### src/rtl/ep_bank_pkg.sv
package ep_bank_pkg;

  localparam int CNT_W = 2;
  typedef logic [CNT_W-1:0] bank_t;

  // bank count from the configuration code; code 0 counts as a single bank
  function automatic bank_t cfg_to_banks(input bank_t cfg);
    return (cfg == '0) ? bank_t'(1) : cfg;
  endfunction

  // next bank index, wrapping modulo the bank count
  function automatic bank_t bank_advance(input bank_t cur, input bank_t nb);
    logic [CNT_W:0] nxt;
    nxt = {1'b0, cur} + 1'b1;
    return (nxt >= {1'b0, nb}) ? '0 : nxt[CNT_W-1:0];
  endfunction

  // saturating busy-count step; simultaneous up and down cancel
  function automatic bank_t busy_step(input bank_t busy, input logic up,
                                      input logic down, input bank_t nb);
    bank_t res;
    res = busy;
    if (up && !down) begin
      if (busy < nb) res = busy + 1'b1;
    end else if (down && !up) begin
      if (busy != '0) res = busy - 1'b1;
    end
    if (res > nb) res = nb;
    return res;
  endfunction

endpackage

### src/rtl/ep_release_pipe.sv
module ep_release_pipe #(
  parameter int DELAY = 2
) (
  input  logic clk,
  input  logic rst_n,
  input  logic accept,
  output logic pending,
  output logic apply
);
  logic [DELAY-1:0] stg;

  always_ff @(posedge clk) begin
    if (!rst_n) stg[0] <= 1'b0;
    else        stg[0] <= accept;
  end

  for (genvar i = 1; i < DELAY; i++) begin : g_stage
    always_ff @(posedge clk) begin
      if (!rst_n) stg[i] <= 1'b0;
      else        stg[i] <= stg[i-1];
    end
  end

  assign apply   = stg[DELAY-1];
  assign pending = |stg;
endmodule

### src/rtl/ep_bank_counter.sv
module ep_bank_counter
  import ep_bank_pkg::*;
(
  input  logic  clk,
  input  logic  rst_n,
  input  logic  dir_in,
  input  bank_t nb,
  input  logic  apply,
  input  logic  usb_done,
  output bank_t cur_bank,
  output bank_t busy_cnt
);
  logic  up_w, down_w;
  bank_t cur_nxt, busy_nxt;

  always_comb begin
    up_w     = dir_in ? apply    : usb_done;
    down_w   = dir_in ? usb_done : apply;
    busy_nxt = busy_step(busy_cnt, up_w, down_w, nb);
    if (cur_bank >= nb)  cur_nxt = '0;
    else if (apply)      cur_nxt = bank_advance(cur_bank, nb);
    else                 cur_nxt = cur_bank;
  end

  always_ff @(posedge clk) begin
    if (!rst_n) begin
      cur_bank <= '0;
      busy_cnt <= '0;
    end else begin
      cur_bank <= cur_nxt;
      busy_cnt <= busy_nxt;
    end
  end
endmodule

### src/rtl/ep_bank_status.sv
module ep_bank_status
  import ep_bank_pkg::*;
(
  input  logic  dir_in,
  input  logic  int_en,
  input  bank_t nb,
  input  bank_t busy_cnt,
  input  logic  pending,
  output logic  rw_allowed,
  output logic  bank_irq
);
  logic all_free_w, all_busy_w;

  always_comb begin
    all_free_w = (busy_cnt == '0);
    all_busy_w = (busy_cnt >= nb);
    rw_allowed = !pending && (dir_in ? !all_busy_w : !all_free_w);
    bank_irq   = int_en && (dir_in ? all_free_w : all_busy_w);
  end
endmodule

### src/rtl/ep_bank_tracker.sv
module ep_bank_tracker
  import ep_bank_pkg::*;
#(
  parameter int REL_DELAY = 2
) (
  input  logic       clk,
  input  logic       rst_n,
  input  logic       dir_in,
  input  logic [1:0] bank_cfg,
  input  logic       int_en,
  input  logic       sw_release,
  input  logic       usb_done,
  output logic [1:0] cur_bank,
  output logic [1:0] busy_cnt,
  output logic       rw_allowed,
  output logic       bank_irq
);
  bank_t nb_w;
  logic  accept_w, pending_w, apply_w;

  assign nb_w     = cfg_to_banks(bank_cfg);
  assign accept_w = sw_release && rw_allowed;

  ep_release_pipe #(.DELAY(REL_DELAY)) u_pipe (
    .clk(clk), .rst_n(rst_n), .accept(accept_w),
    .pending(pending_w), .apply(apply_w)
  );

  ep_bank_counter u_cnt (
    .clk(clk), .rst_n(rst_n), .dir_in(dir_in), .nb(nb_w),
    .apply(apply_w), .usb_done(usb_done),
    .cur_bank(cur_bank), .busy_cnt(busy_cnt)
  );

  ep_bank_status u_stat (
    .dir_in(dir_in), .int_en(int_en), .nb(nb_w), .busy_cnt(busy_cnt),
    .pending(pending_w), .rw_allowed(rw_allowed), .bank_irq(bank_irq)
  );
endmodule

### config.mk
export PLATFORM = sky130hd
export DESIGN_NAME = ep_bank_tracker
export DESIGN_NICKNAME = d
export VERILOG_FILES = /design/src/rtl/ep_bank_pkg.sv /design/src/rtl/ep_release_pipe.sv /design/src/rtl/ep_bank_counter.sv /design/src/rtl/ep_bank_status.sv /design/src/rtl/ep_bank_tracker.sv
export SDC_FILE = /design/constraint.sdc
export NUM_CORES = 1
export LEC_CHECK = 0
export BUFFER_PORTS_ARGS = -buffer_cell sky130_fd_sc_hd__buf_2
export CAP_MARGIN = 20
export CELL_PAD_IN_SITES_DETAIL_PLACEMENT = 1
export CELL_PAD_IN_SITES_GLOBAL_PLACEMENT = 1
export CORE_MARGIN = 2
export CORE_UTILIZATION = 30
export DETAILED_ROUTE_END_ITERATION = 7
export GPL_TIMING_DRIVEN = 0
export MAX_ROUTING_LAYER = met4
export PLACE_DENSITY = 0.63
export SYNTH_ARGS = -nofsm -noshare
export SYNTH_HDL_FRONTEND = slang
export SYNTH_SLANG_ARGS = --single-unit
export TNS_END_PERCENT = 50
### constraint.sdc
create_clock -name clk -period 3.68 [get_ports clk]
set_clock_uncertainty 0.1 [all_clocks]
set_input_delay 0.184 -clock clk [delete_from_list [all_inputs] [get_ports clk]]
set_output_delay 0.184 -clock clk [all_outputs]
set_load 0.05 [all_outputs]
==> impl_metrics.json <==
{
  "drive_above_1_share": 0.210,
  "synthMuxAreaShare": 0,
  "seqPwrFrac": 0.300,
  "place_ws_ns": 0.752,
  "syn_area_um2": 684,
  "synth_compound_area_frac": 0.190,
  "worstPathRequired_ns": 3.71,
  "ys_types": 35,
  "crit_family": "compound AO/OA/AOI/OAI gates",
  "cts.path.max_buffers": 2,
  "max_freq_mhz": 343,
  "track_usage": 0.153,
  "ant_nets": 0,
  "synth_simple_gate_area_frac": 0.320,
  "io_buffers": 12,
  "netlist_instances": 85,
  "yosys.area_share.xor_xnor": 0,
  "hold_depth": 3,
  "worst_hold_startpoint": "sw_release",
  "io_pins": 14,
  "finalMaxSlewViolations": 0,
  "holdBufCountCts": 0,
  "crit_arrival_ns": 2.95,
  "setup_viol": 0,
  "p_int_uw": 152,
  "rsz0062_at_grt": "false",
  "fin_crit_sh": 0.793,
  "synth_seq_cells": 6,
  "regArea_um2": 120,
  "worstSkewPairLatency_ns": 0.24,
  "globalplace.congestion": 0.749,
  "p_per_area_nw_per_um2": 320,
  "first_pass_iters": 2,
  "hp-class": "input pin to flip-flop",
  "finalHoldViolations": 0,
  "fillers": 275,
  "cts_tree": "yes",
  "p_clk_frac": 0.235,
  "cts_buffers": 3,
  "wl_per_cell_um": 13.0,
  "dieArea_um2": 2680,
  "synth_top_family_by_area": "simple AND/OR/NAND/NOR gates",
  "totalNegativeSetupSlack_ns": 0,
  "drtIter0Drc": 3,
  "numClockSinks": 6,
  "critPathMaxStageDelay_ns": 0.48,
  "cap_violations": 0,
  "synth_ff_type": "dfxtp_1",
  "peakVddDrop_v": 0.000151,
  "hold_end": "u_pipe.stg[0]",
  "regToRegSetupSlack_ns": 0.76,
  "wl_mm": 1.67,
  "viasPerCell": 5.12,
  "core_area_um2": 2190,
  "fin_crit_ns": 2.92,
  "antenna_found_initial": 0,
  "combPwrFrac": 0.466,
  "syn_to_final_growth_pct": 17.2,
  "path_clk_slew_ns": 0.05,
  "r2r_end": "u_cnt.busy_cnt[0]",
  "synth_edf_count": 0,
  "swShare": 0.408,
  "place_inst": 125,
  "cts_resized": 0,
  "num_antenna_cells": 0,
  "fin_cells": 128,
  "syn_nets": 106,
  "via_count": 655,
  "die_y_um": 51.8,
  "setup_ws_ns": 0.762,
  "std_cell_rows": 17,
  "maxSlewHeadroom": 0.809,
  "path_cells": "ha_1, nor2b_4, or3b_4, a311oi_1, o22a_1, ha_1, nor2b_1, o21ai_1, o2111ai_1, o221a_1",
  "cts_setup_buffers": 0,
  "h-tree-depth": 1,
  "synthArstFlopShare": 0,
  "grt-ovfl-total": 0,
  "initial_core_util": 0.312,
  "crit_fanout": 8,
  "final_nets": 123,
  "yosysSeqAreaShare": 0.176,
  "multi_input_area_um2": 519,
  "grt_pass1_vias": 667,
  "worstSetupPathType": "flip-flop to flip-flop",
  "critPathCaptureType": "flip-flop",
  "status": "completed",
  "synthAdderAreaFrac": 0.249,
  "die_w_um": 51.8,
  "hpwl_mm": 1.38,
  "power_leakage_uw": 0.000363,
  "syn_avg_cell_area_um2": 8.05,
  "ff2ff_path_depth": 10,
  "yosysWarnings": 0,
  "cpMostUsedCell": "ha_1",
  "worst_pin_slew_ns": 0.286,
  "crit_path_start_kind": "flip-flop",
  "grt_pass1_wl_mm": 2.98,
  "grt_max_degree": 11,
  "crit_buf_inv": 0,
  "slowest_stage": "dfxtp_1",
  "p_switching_uw": 105,
  "r2r_start": "u_cnt.busy_cnt[1]",
  "drc": 0,
  "cts_root_buf": "clkbuf_4"
}
==> metal layers <==
| metal | global-route usage | wire (um) | up-vias |
|---|---|---|---|
| met1 | 0.181 | 783 | 312 |
| met4 | 0.0526 | 9 | 0 |
| li1 | - | - | 333 |
| met3 | 0.0287 | 46 | 2 |
| met5 | - | 0 | - |
| met2 | 0.259 | 826 | 8 |
==> power groups by stage <==
stage / Clock, uW / Combinational [uW] / Sequential [uW]
after floorplan: 0 / 83.3 / 87.0
after global placement: 0 / 118 / 77.9
after detailed placement: 0 / 121 / 78.3
after CTS: 64.6 / 122 / 77.0
after global routing: 68.2 / 134 / 77.5
final: 60.3 / 120 / 76.9
==> synthesized netlist by cell type (3+ instances only) <==
master / number / area [um2]
nor2b_1: 4 / 25.0
nor2_1: 6 / 22.5
inv_1: 7 / 26.3
dfxtp_1: 6 / 120
nand2_1: 7 / 26.3
buf_2: 3 / 15.0
ha_1: 12 / 150
a21oi_1: 4 / 20.0
and2_1: 4 / 25.0
==> metrics by stage <==
stage | hold slack, ns | power, uW | instance area [um2] | utilization
after floorplan | 0.203 | 170 | 684 | -
after global placement | 0.310 | 196 | 779 | 0.356
after detailed placement | 0.328 | 200 | 779 | 0.356
after CTS | 0.0636 | 264 | 802 | 0.366
after global routing | 0.0800 | 280 | 802 | 0.366
final | 0.0691 | 257 | 802 | 0.366
==> state kept, by name, indices dropped and copies added (netlist names) <==
| name | cells |
|---|---|
| u_cnt.busy_cnt | 2 |
| u_pipe.apply | 1 |
| u_pipe.stg | 1 |
| u_cnt.cur_bank | 2 |
==> layout by cell type, fill, tap and decap left out, drive strengths merged, types with 2 or more instances in the layout <==
master and n:
ha 12, inv 7, nand2 7, nor2b 5, o211ai 2, dfxtp 6, a21oi 4, o21ai 4
a311oi 2, nand2b 2, nand3b 2, clkbuf 4, nand4 2, buf 15, nor2 6, and2 4
==> area by class of cell <==
cell class / count / share of cell area
multi-input cells: 68 / 0.647
flip-flops and latches: 6 / 0.150
repair buffers: 12 / 0.0749
well taps: 28 / 0.0437
inverters: 7 / 0.0328
clock buffers: 3 / 0.0281
plain buffers: 4 / 0.0234
==> worst min-delay path: stages <==
cell	delay, ns
buf_2	0.09
nand2_1	0.05
nor4_1	0.04
==> how the worst max path moves through the flow <==
stage,startpoint,endpoint,slack (ns),depth (start not counted)
after floorplan,u_cnt.busy_cnt[1],u_cnt.busy_cnt[0],0.70,10
after global placement,u_cnt.busy_cnt[1],u_cnt.busy_cnt[0],0.77,10
after detailed placement,u_cnt.busy_cnt[1],u_cnt.busy_cnt[0],0.75,10
after CTS,u_cnt.busy_cnt[1],u_cnt.busy_cnt[0],0.74,10
after global routing,u_cnt.busy_cnt[1],u_cnt.busy_cnt[0],0.60,10
final,u_cnt.busy_cnt[1],u_cnt.busy_cnt[0],0.76,10
==> logic make-up (layout without fill, tap and decap cells) <==
logic type | count (synthesis) | after routing
compound gates | 18 | 18
fa+ha+maj | 13 | 13
buf+inv | 11 | 26
flops | 6 | 6
simple gates | 37 | 37
Note: power is estimated with default switching activity, not from simulation.
